$ cat config.mk
export PLATFORM = sky130hd
export DESIGN_NAME = bmdma_regs
export DESIGN_NICKNAME = d
export VERILOG_FILES = /design/src/rtl/bmdma_pkg.sv /design/src/rtl/bmdma_cmd.sv /design/src/rtl/bmdma_sts.sv /design/src/rtl/bmdma_ptr.sv /design/src/rtl/bmdma_eval.sv /design/src/rtl/bmdma_regs.sv
export SDC_FILE = /design/constraint.sdc
export NUM_CORES = 1
export LEC_CHECK = 0
export ABC_AREA = 1
export ABC_CLOCK_PERIOD_IN_PS = 1100
export BUFFER_PORTS_ARGS = -buffer_cell sky130_fd_sc_hd__buf_4
export CORE_ASPECT_RATIO = 1.4
export CORE_UTILIZATION = 44
export DETAILED_ROUTE_END_ITERATION = 16
export PLACE_DENSITY_LB_ADDON = 0.08
export SETUP_SLACK_MARGIN = 0.02
export SLEW_MARGIN = 10
export SYNTH_ARGS = -nofsm -noshare
export SYNTH_HDL_FRONTEND = slang
export SYNTH_SLANG_ARGS = --single-unit
$ cat constraint.sdc
create_clock -name clk -period 1.1 [get_ports clk]
set_input_delay 0.165 -clock clk [delete_from_list [all_inputs] [get_ports clk]]
set_output_delay 0.165 -clock clk [all_outputs]
set_load 0.03 [all_outputs]
$ cat src/rtl/bmdma_pkg.sv
package bmdma_pkg;
  typedef enum logic [1:0] {
    TMO_RESET = 2'd0,
    TMO_WAIT  = 2'd1,
    TMO_FAIL  = 2'd2
  } tmo_act_e;

  localparam int REG_CMD  = 0;
  localparam int REG_STS  = 1;
  localparam int PTR_BASE = 4;
endpackage

$ cat src/rtl/bmdma_cmd.sv
module bmdma_cmd (
  input  logic clk,
  input  logic rst_n,
  input  logic wr_cmd,
  input  logic run_bit,
  input  logic dir_bit,
  input  logic eng_stop,
  output logic run_q,
  output logic dir_q,
  output logic act_q
);
  logic run_rise;
  assign run_rise = wr_cmd & run_bit & ~run_q;

  always_ff @(posedge clk or negedge rst_n) begin
    if (!rst_n) begin
      run_q <= 1'b0;
      dir_q <= 1'b0;
      act_q <= 1'b0;
    end else begin
      if (wr_cmd) begin
        run_q <= run_bit;
        if (!run_q) dir_q <= dir_bit;
      end
      // a fresh start outranks any stop source in the same cycle
      if (run_rise) act_q <= 1'b1;
      else if ((wr_cmd & ~run_bit) | eng_stop) act_q <= 1'b0;
    end
  end
endmodule

$ cat src/rtl/bmdma_sts.sv
module bmdma_sts (
  input  logic       clk,
  input  logic       rst_n,
  input  logic       wr_sts,
  input  logic [6:1] wbits,
  input  logic       eng_err,
  input  logic       drv_irq,
  input  logic       act,
  output logic [7:0] sts
);
  logic       err_q, irq_q, irq_d;
  logic [3:0] flags_q;
  logic       irq_rise;

  assign irq_rise = drv_irq & ~irq_d;

  always_ff @(posedge clk or negedge rst_n) begin
    if (!rst_n) begin
      err_q   <= 1'b0;
      irq_q   <= 1'b0;
      irq_d   <= 1'b0;
      flags_q <= '0;
    end else begin
      irq_d <= drv_irq;
      if (eng_err) err_q <= 1'b1;
      else if (wr_sts && wbits[1]) err_q <= 1'b0;
      if (irq_rise) irq_q <= 1'b1;
      else if (wr_sts && wbits[2]) irq_q <= 1'b0;
      if (wr_sts) flags_q <= wbits[6:3];
    end
  end

  assign sts = {1'b0, flags_q, irq_q, err_q, act};
endmodule

$ cat src/rtl/bmdma_ptr.sv
module bmdma_ptr #(
  parameter int ADDR_W    = 3,
  parameter int PTR_BYTES = 4
) (
  input  logic                   clk,
  input  logic                   rst_n,
  input  logic                   wr,
  input  logic [ADDR_W-1:0]      addr,
  input  logic [7:0]             wdata,
  output logic [8*PTR_BYTES-1:0] ptr
);
  import bmdma_pkg::*;

  for (genvar b = 0; b < PTR_BYTES; b++) begin : g_byte
    logic hit;
    logic [7:0] q;
    assign hit = wr && (addr == ADDR_W'(PTR_BASE + b));
    if (b == 0) begin : g_low
      // table must be dword aligned: two lowest bits are tied off
      always_ff @(posedge clk or negedge rst_n) begin
        if (!rst_n) q <= '0;
        else if (hit) q <= {wdata[7:2], 2'b00};
      end
    end else begin : g_high
      always_ff @(posedge clk or negedge rst_n) begin
        if (!rst_n) q <= '0;
        else if (hit) q <= wdata;
      end
    end
    assign ptr[8*b +: 8] = q;
  end
endmodule

$ cat src/rtl/bmdma_eval.sv
module bmdma_eval (
  input  logic                  [7:0] sts,
  output logic                  [7:0] end_code,
  output bmdma_pkg::tmo_act_e         tmo_action
);
  import bmdma_pkg::*;

  always_comb begin
    end_code = (sts[2:0] == 3'b100) ? 8'h00 : (sts | 8'h10);
    if (sts[4] && sts[3])      tmo_action = TMO_WAIT;
    else if (sts[1])           tmo_action = TMO_FAIL;
    else if (sts[0] || sts[2]) tmo_action = TMO_WAIT;
    else                       tmo_action = TMO_RESET;
  end
endmodule

$ cat src/rtl/bmdma_regs.sv
module bmdma_regs #(
  parameter int ADDR_W    = 3,
  parameter int PTR_BYTES = 4
) (
  input  logic                   clk,
  input  logic                   rst_n,
  input  logic [ADDR_W-1:0]      reg_addr,
  input  logic                   reg_wr,
  input  logic [7:0]             reg_wdata,
  output logic [7:0]             reg_rdata,
  input  logic                   eng_done,
  input  logic                   eng_err,
  input  logic                   drv_irq,
  output logic                   dma_go,
  output logic                   dma_dir,
  output logic [8*PTR_BYTES-1:0] tbl_ptr,
  output logic                   irq_pend,
  output logic [7:0]             end_code,
  output logic [1:0]             tmo_action
);
  import bmdma_pkg::*;

  logic     wr_cmd, wr_sts, run_q, act_q;
  logic [7:0] sts;
  tmo_act_e act_e;

  assign wr_cmd = reg_wr && (reg_addr == ADDR_W'(REG_CMD));
  assign wr_sts = reg_wr && (reg_addr == ADDR_W'(REG_STS));

  bmdma_cmd u_cmd (
    .clk(clk), .rst_n(rst_n), .wr_cmd(wr_cmd),
    .run_bit(reg_wdata[0]), .dir_bit(reg_wdata[3]),
    .eng_stop(eng_done | eng_err),
    .run_q(run_q), .dir_q(dma_dir), .act_q(act_q)
  );

  bmdma_sts u_sts (
    .clk(clk), .rst_n(rst_n), .wr_sts(wr_sts), .wbits(reg_wdata[6:1]),
    .eng_err(eng_err), .drv_irq(drv_irq), .act(act_q), .sts(sts)
  );

  bmdma_ptr #(.ADDR_W(ADDR_W), .PTR_BYTES(PTR_BYTES)) u_ptr (
    .clk(clk), .rst_n(rst_n), .wr(reg_wr), .addr(reg_addr),
    .wdata(reg_wdata), .ptr(tbl_ptr)
  );

  bmdma_eval u_eval (.sts(sts), .end_code(end_code), .tmo_action(act_e));

  assign tmo_action = act_e;
  assign dma_go     = act_q;
  assign irq_pend   = sts[2];

  always_comb begin
    reg_rdata = 8'h00;
    if (reg_addr == ADDR_W'(REG_CMD)) reg_rdata = {4'b0000, dma_dir, 2'b00, run_q};
    else if (reg_addr == ADDR_W'(REG_STS)) reg_rdata = sts;
    for (int b = 0; b < PTR_BYTES; b++)
      if (reg_addr == ADDR_W'(PTR_BASE + b)) reg_rdata = tbl_ptr[8*b +: 8];
  end
endmodule

======== Yosys cells after proc, flatten, opt, wreduce, memory -nomap -nowiden ========
Index checks and enable logic that the tools add are counted.
Widths: inputs -> output; s select.
storage, ports and cells
  register bits after elaboration ......... 40
  output and inout bits ................... 53
  logic and storage cells ................. 57
operators by class
  eq/ne operators ......................... 6
  mux-type cells .......................... 16
  bitwise logic cells ..................... 9
  reductions and logical operators ........ 15
operators with widths
  operator            count
  $mux 8              4
  $mux 7              3
  $eq 3x3->1 const B  5
  $logic_and 1x1->1   9
  $mux 1              7
  $reduce_bool 2->1   3
  $and 1x1->1         4
  $mux 2              2
  $eq 3x1->1 const B  1
  $logic_not 3->1     1
  $not 1->1           3
  $or 1x1->1          2
  $reduce_and 2->1    1
  $logic_or 1x1->1    1

======== Logic depth before layout (Yosys ltp) ========
  depth in word-level cells ............... 7
  depth in mapped cells ................... 8
  gate-level depth less buffers ........... 7

======== Cells and area by module ========
Synthesis repeated with hierarchy kept, for this count alone.
unflattened totals
  cells, all modules ...................... 283
  area total of the unflattened synthesis .. 2085.8 sq um
by module, submodules not included
  module      times used  cells an instance  area each (sq um)  sequential area each (sq um)
  bmdma_ptr   1           139                1217.4             750.7
  bmdma_regs  1           78                 360.3              0.0
  bmdma_sts   1           34                 304.0              175.2
  bmdma_cmd   1           14                 120.1              75.1
  bmdma_eval  1           18                 83.8               0.0

======== Worst setup path before layout ========
Ideal clock, no wire load.
  path kind ............................... reg2out
  from .................................... register u_sts.flags_q[0]
  to ...................................... output tmo_action[0]
  data arrival time ....................... 1.258 ns
  required time ........................... 0.935 ns
  path slack .............................. -0.323 ns
  stages on the path, launching flop included .. 3
  path buffers ............................ 0
  cell sequence ........................... dfrtp_1 a21oi_1 a31oi_1
between the ends
  word-level cells in the longest chain between the ends .. 2
RTL lines
  item                    line              text
  start, declared         bmdma_sts.sv:12   logic [3:0] flags_q;
  start signal, assigned  bmdma_sts.sv:29   if (wr_sts) flags_q <= wbits[6:3];
  $logic_and 1x1->1       bmdma_eval.sv:10  if (sts[4] && sts[3]) tmo_action = TMO_WAIT;
  $mux 2                  bmdma_eval.sv:10
  end, declared           bmdma_regs.sv:19  output logic [1:0] tmo_action
Every way passes these cells.

======== Worst setup path in the final report ========
  from .................................... register u_cmd.dir_q
  to ...................................... output reg_rdata[3]
between the ends
  word-level cells in the longest chain between the ends .. 5
RTL lines
  item                    line              text
  start, declared         bmdma_cmd.sv:9    output logic dir_q,
  start signal, assigned  bmdma_cmd.sv:23   if (!run_q) dir_q <= dir_bit;
  $mux 7                  bmdma_regs.sv:55  if (reg_addr == ADDR_W'(REG_CMD)) reg_rdata = {4'b0000, dma_dir, 2'b00, run_q};
  $mux 8 (4 in series)    bmdma_regs.sv:58  if (reg_addr == ADDR_W'(PTR_BASE + b)) reg_rdata = tbl_ptr[8*b +: 8];
  end, declared           bmdma_regs.sv:10  output logic [7:0] reg_rdata,
Every way passes these cells.

==> flow_metrics.env <==
export IMPL_synth_area_mm2=0.00194
export IMPL_vias=1866
export IMPL_grtUsageMet2_pct=40.6
export IMPL_clock_path_buffers=2
export IMPL_synth_compound_area_share_pct=13.3
export IMPL_synthCells=231
export IMPL_violations="setup timing"
export IMPL_num_io_pins=70
export IMPL_swShare_pct=38.1
export IMPL_ff2ff_path_depth=4
export IMPL_dieArea_mm2=0.00469
export IMPL_synth_cell_types=28
export IMPL_dp_hpwl_um=3750
export IMPL_area_delta_synth_final_pct=57.6
export IMPL_p_int_mw=3.11
export IMPL_path_cells="nand3_2 > nand2_1 > nor2_1 > nand4_1 > buf_6"
export IMPL_min_period_over_period_pct=128
export IMPL_diodes=0
export IMPL_p_sw_mw=1.92
export IMPL_synth_largest_area_cell="dfrtp_1"
export IMPL_synth_top_family_by_area="simple AND/OR/NAND/NOR gates"
export IMPL_maxCapViolCount=0
export IMPL_wire_per_inst_um=13.3
export IMPL_avgSynthCellArea_um2=8.42
export IMPL_leakage_nw=1.53
export IMPL_reg2reg_to="u_cmd.act_q"
export IMPL_crit_fanout=2
export IMPL_gr_total_overflow=0
export IMPL_r2r_start="u_cmd.act_q"
export IMPL_antenna_left=0
export IMPL_pwr_share_comb_pct=41.4
export IMPL_yosysMostFrequentCell="nand2_1"
export IMPL_cts_sinks=40
export IMPL_fin_nets=347
export IMPL_cts_root_buf="clkbuf_8"
export IMPL_setup_violations=24
export IMPL_whs_path_depth=2
export IMPL_rsz0062_at_grt="true"
export IMPL_powerDensity_mw_per_mm2=1640
export IMPL_max_stage_delay_ps=430
export IMPL_grt_pass1_wl_um=8180
export IMPL_instances_no_fill=391
export IMPL_drive_above_1_share_pct=43.8
export IMPL_synthSimpleGateAreaFrac_pct=26.8
export IMPL_numPortBuffers=66
export IMPL_path_buf_inv=1
export IMPL_endpoint_kind="output pin"
export IMPL_worst_setup_path_type="flip-flop to output pin"
export IMPL_synthXorXnorAreaFrac_pct=0
export IMPL_final_core_util_pct=72.3
export IMPL_synth_commonest_cells="75 x nand2_1, 40 x dfrtp_1, 22 x o21ai_1, 21 x inv_1"
export IMPL_via_per_inst=4.77
export IMPL_clk_pin_slew_ps=70
export IMPL_grt_start_max_net_pins=41
export IMPL_grt_usage_pct=23.7
export IMPL_seqPwrFrac_pct=39.3
export IMPL_grt_busiest_layer="met2"
export IMPL_synth_top_area_share_pct=51.5
export IMPL_hold_violations=0
export IMPL_crit_arrival_ps=1240
export IMPL_worst_hold_path_endpoint="u_sts.err_q"
export IMPL_core_rowCount=28
export IMPL_synth_edf_count=0
export IMPL_drtPass1Iterations=4
export IMPL_grt_met1_usage_pct=29.9
export IMPL_placed_cells=369
export IMPL_synth_mux_area_fraction_pct=0
export IMPL_slew_violations=0
export IMPL_cp_slowest_cell="dfrtp_2"
export IMPL_synth_seq_cells=40
export IMPL_crit_family="flip-flops"
export IMPL_start_util_pct=45.9
export IMPL_hp_start="eng_err"
export IMPL_synth_area_leaders="dfrtp_1 51%, nand2_1 14%, o21ai_1 5.7%"
export IMPL_gp_congestion=0.771
export IMPL_min_path_type="primary input to flip-flop"
export IMPL_coreArea_mm2=0.00424
export IMPL_fmax_mhz=711
export IMPL_grt_pass1_vias=1708
export IMPL_tns_ps=-4100
export IMPL_die_width_um=58.2
export IMPL_start_kind="flip-flop"
export IMPL_first_iter_violations=48
export IMPL_min_period_ps=1410
export IMPL_rrSetupSlack_ps=150
export IMPL_vdd_drop_max_mv=1.21
export IMPL_numCtsBuffers=5
export IMPL_async_reset_ff_share_pct=100
export IMPL_required_ps=940
export IMPL_antenna_found_initial=0
export IMPL_setup_slack_ps=-306
export IMPL_htree_levels=2
export IMPL_die_h_um=80.7
export IMPL_cts_tree="done"
export IMPL_drc=0
export IMPL_clkPwrFrac_pct=19.3
export IMPL_synth_top_flop_cell="dfrtp_1"
export IMPL_clock_latency_ps=290
export IMPL_wl_um=5210
export IMPL_finClkSkew_ps=0.278
export IMPL_synthAdderAreaFrac_pct=0
export IMPL_use_met3_pct=4.51
export IMPL_ys_seq_area_share_pct=51.5
export IMPL_outcome="finished with violations"
export IMPL_yosys_warnings=0
state kept, by name, summed over array words and instances (netlist names):
| name | flops |
|---|---|
| u_cmd.dir_q | 1 |
| u_sts.irq_d | 1 |
| u_sts.flags_q | 4 |
| u_ptr.g_byte.q | 30 |
| u_sts.err_q | 1 |
| u_cmd.act_q | 1 |
| u_cmd.run_q | 1 |
| u_sts.irq_q | 1 |
worst max path at each step:
| stage | from | endpoint | cells after the start | slack [ps] |
|---|---|---|---|---|
| after floorplan | u_cmd.act_q | reg_rdata[0] | 4 | -90 |
| after global placement | reg_addr[0] | reg_rdata[2] | 8 | -140 |
| after detailed placement | reg_addr[0] | reg_rdata[5] | 8 | -150 |
| after CTS | u_sts.irq_q | end_code[3] | 5 | -310 |
| after global routing | u_cmd.act_q | reg_rdata[0] | 5 | -370 |
| final | u_cmd.dir_q | reg_rdata[3] | 5 | -310 |
through the flow:
step	hold slack, ps	power (mW)	area [µm²]	worst slack, ps
floorplan	-131	3.00	2010	-88.5
global placement	167	3.74	2690	-145
detailed placement	170	3.76	2690	-146
CTS	85.0	4.95	2970	-313
global route	86.8	5.28	3060	-368
finish	88.5	5.03	3060	-306
logic make-up (layout without fill, tap and decap cells):
group / count (synthesis) / count (layout)
flops: 40 / 40
buf+inv: 34 / 132
compound gates: 43 / 43
simple gates: 113 / 113
other cells: 1 / 3
power groups by stage:
stage	Clock (mW)	Sequential [mW]	Combinational (mW)
final	0.972	1.97	2.08
after global routing	1.06	2.01	2.22
after CTS	0.994	1.96	1.99
after detailed placement	0	1.99	1.77
after global placement	0	1.99	1.75
after floorplan	0	2.39	0.609
final cells by class:
class                           count  area, µm²
Sequential cell                    40       1010
Multi-Input combinational cell    159        847
Fill cell                         346       1170
Inverter                           24       95.1
Timing Repair Buffer              100        955
Tap cell                           60       75.1
Clock inverter                      1       8.76
Clock buffer                        7       76.3
cells in the final DEF, fill, tap and decap left out:
master	synthesis	final
nand2_4	2	4
dlygate4sd3_1	0	2
nor2_4	1	2
a21oi_2	0	1
nor2_1	8	5
nand2_2	4	3
o21ba_2	1	1
o21bai_1	1	1
dfrtp_2	0	5
conb_1	1	3
inv_1	21	17
nor3_2	0	1
clkbuf_8	0	5
nand2_1	75	74
nor3_1	3	2
nand4_1	8	8
nor3_4	2	2
buf_12	0	3
buf_4	3	52
o21ai_1	22	22
clkinv_4	0	1
a31oi_2	0	1
a21oi_4	0	1
inv_6	0	1
o211ai_1	1	1
nor2_2	2	4
o21a_1	1	1
nand3_2	0	1
o21ai_2	8	8
o21ai_0	6	6
buf_6	2	43
nand3_1	8	7
dfrtp_1	40	35
clkbuf_1	2	2
inv_2	2	6
routing by layer:
metal,routed length (µm),share of wire (%)
met5,0,0
met2,2740,52
met3,261,5.0
met1,2160,41
met4,53,1.0
repair_timing:
action	4_1_cts	5_1_grt
gates cloned	0	0
hold buffers	2	0
setup buffers	8	5
hold endpoints to repair	41	0
endpoints found under the setup margin	18	33
resized for setup	31	19
pin swaps	13	6
(Power assumes the default switching activity.)
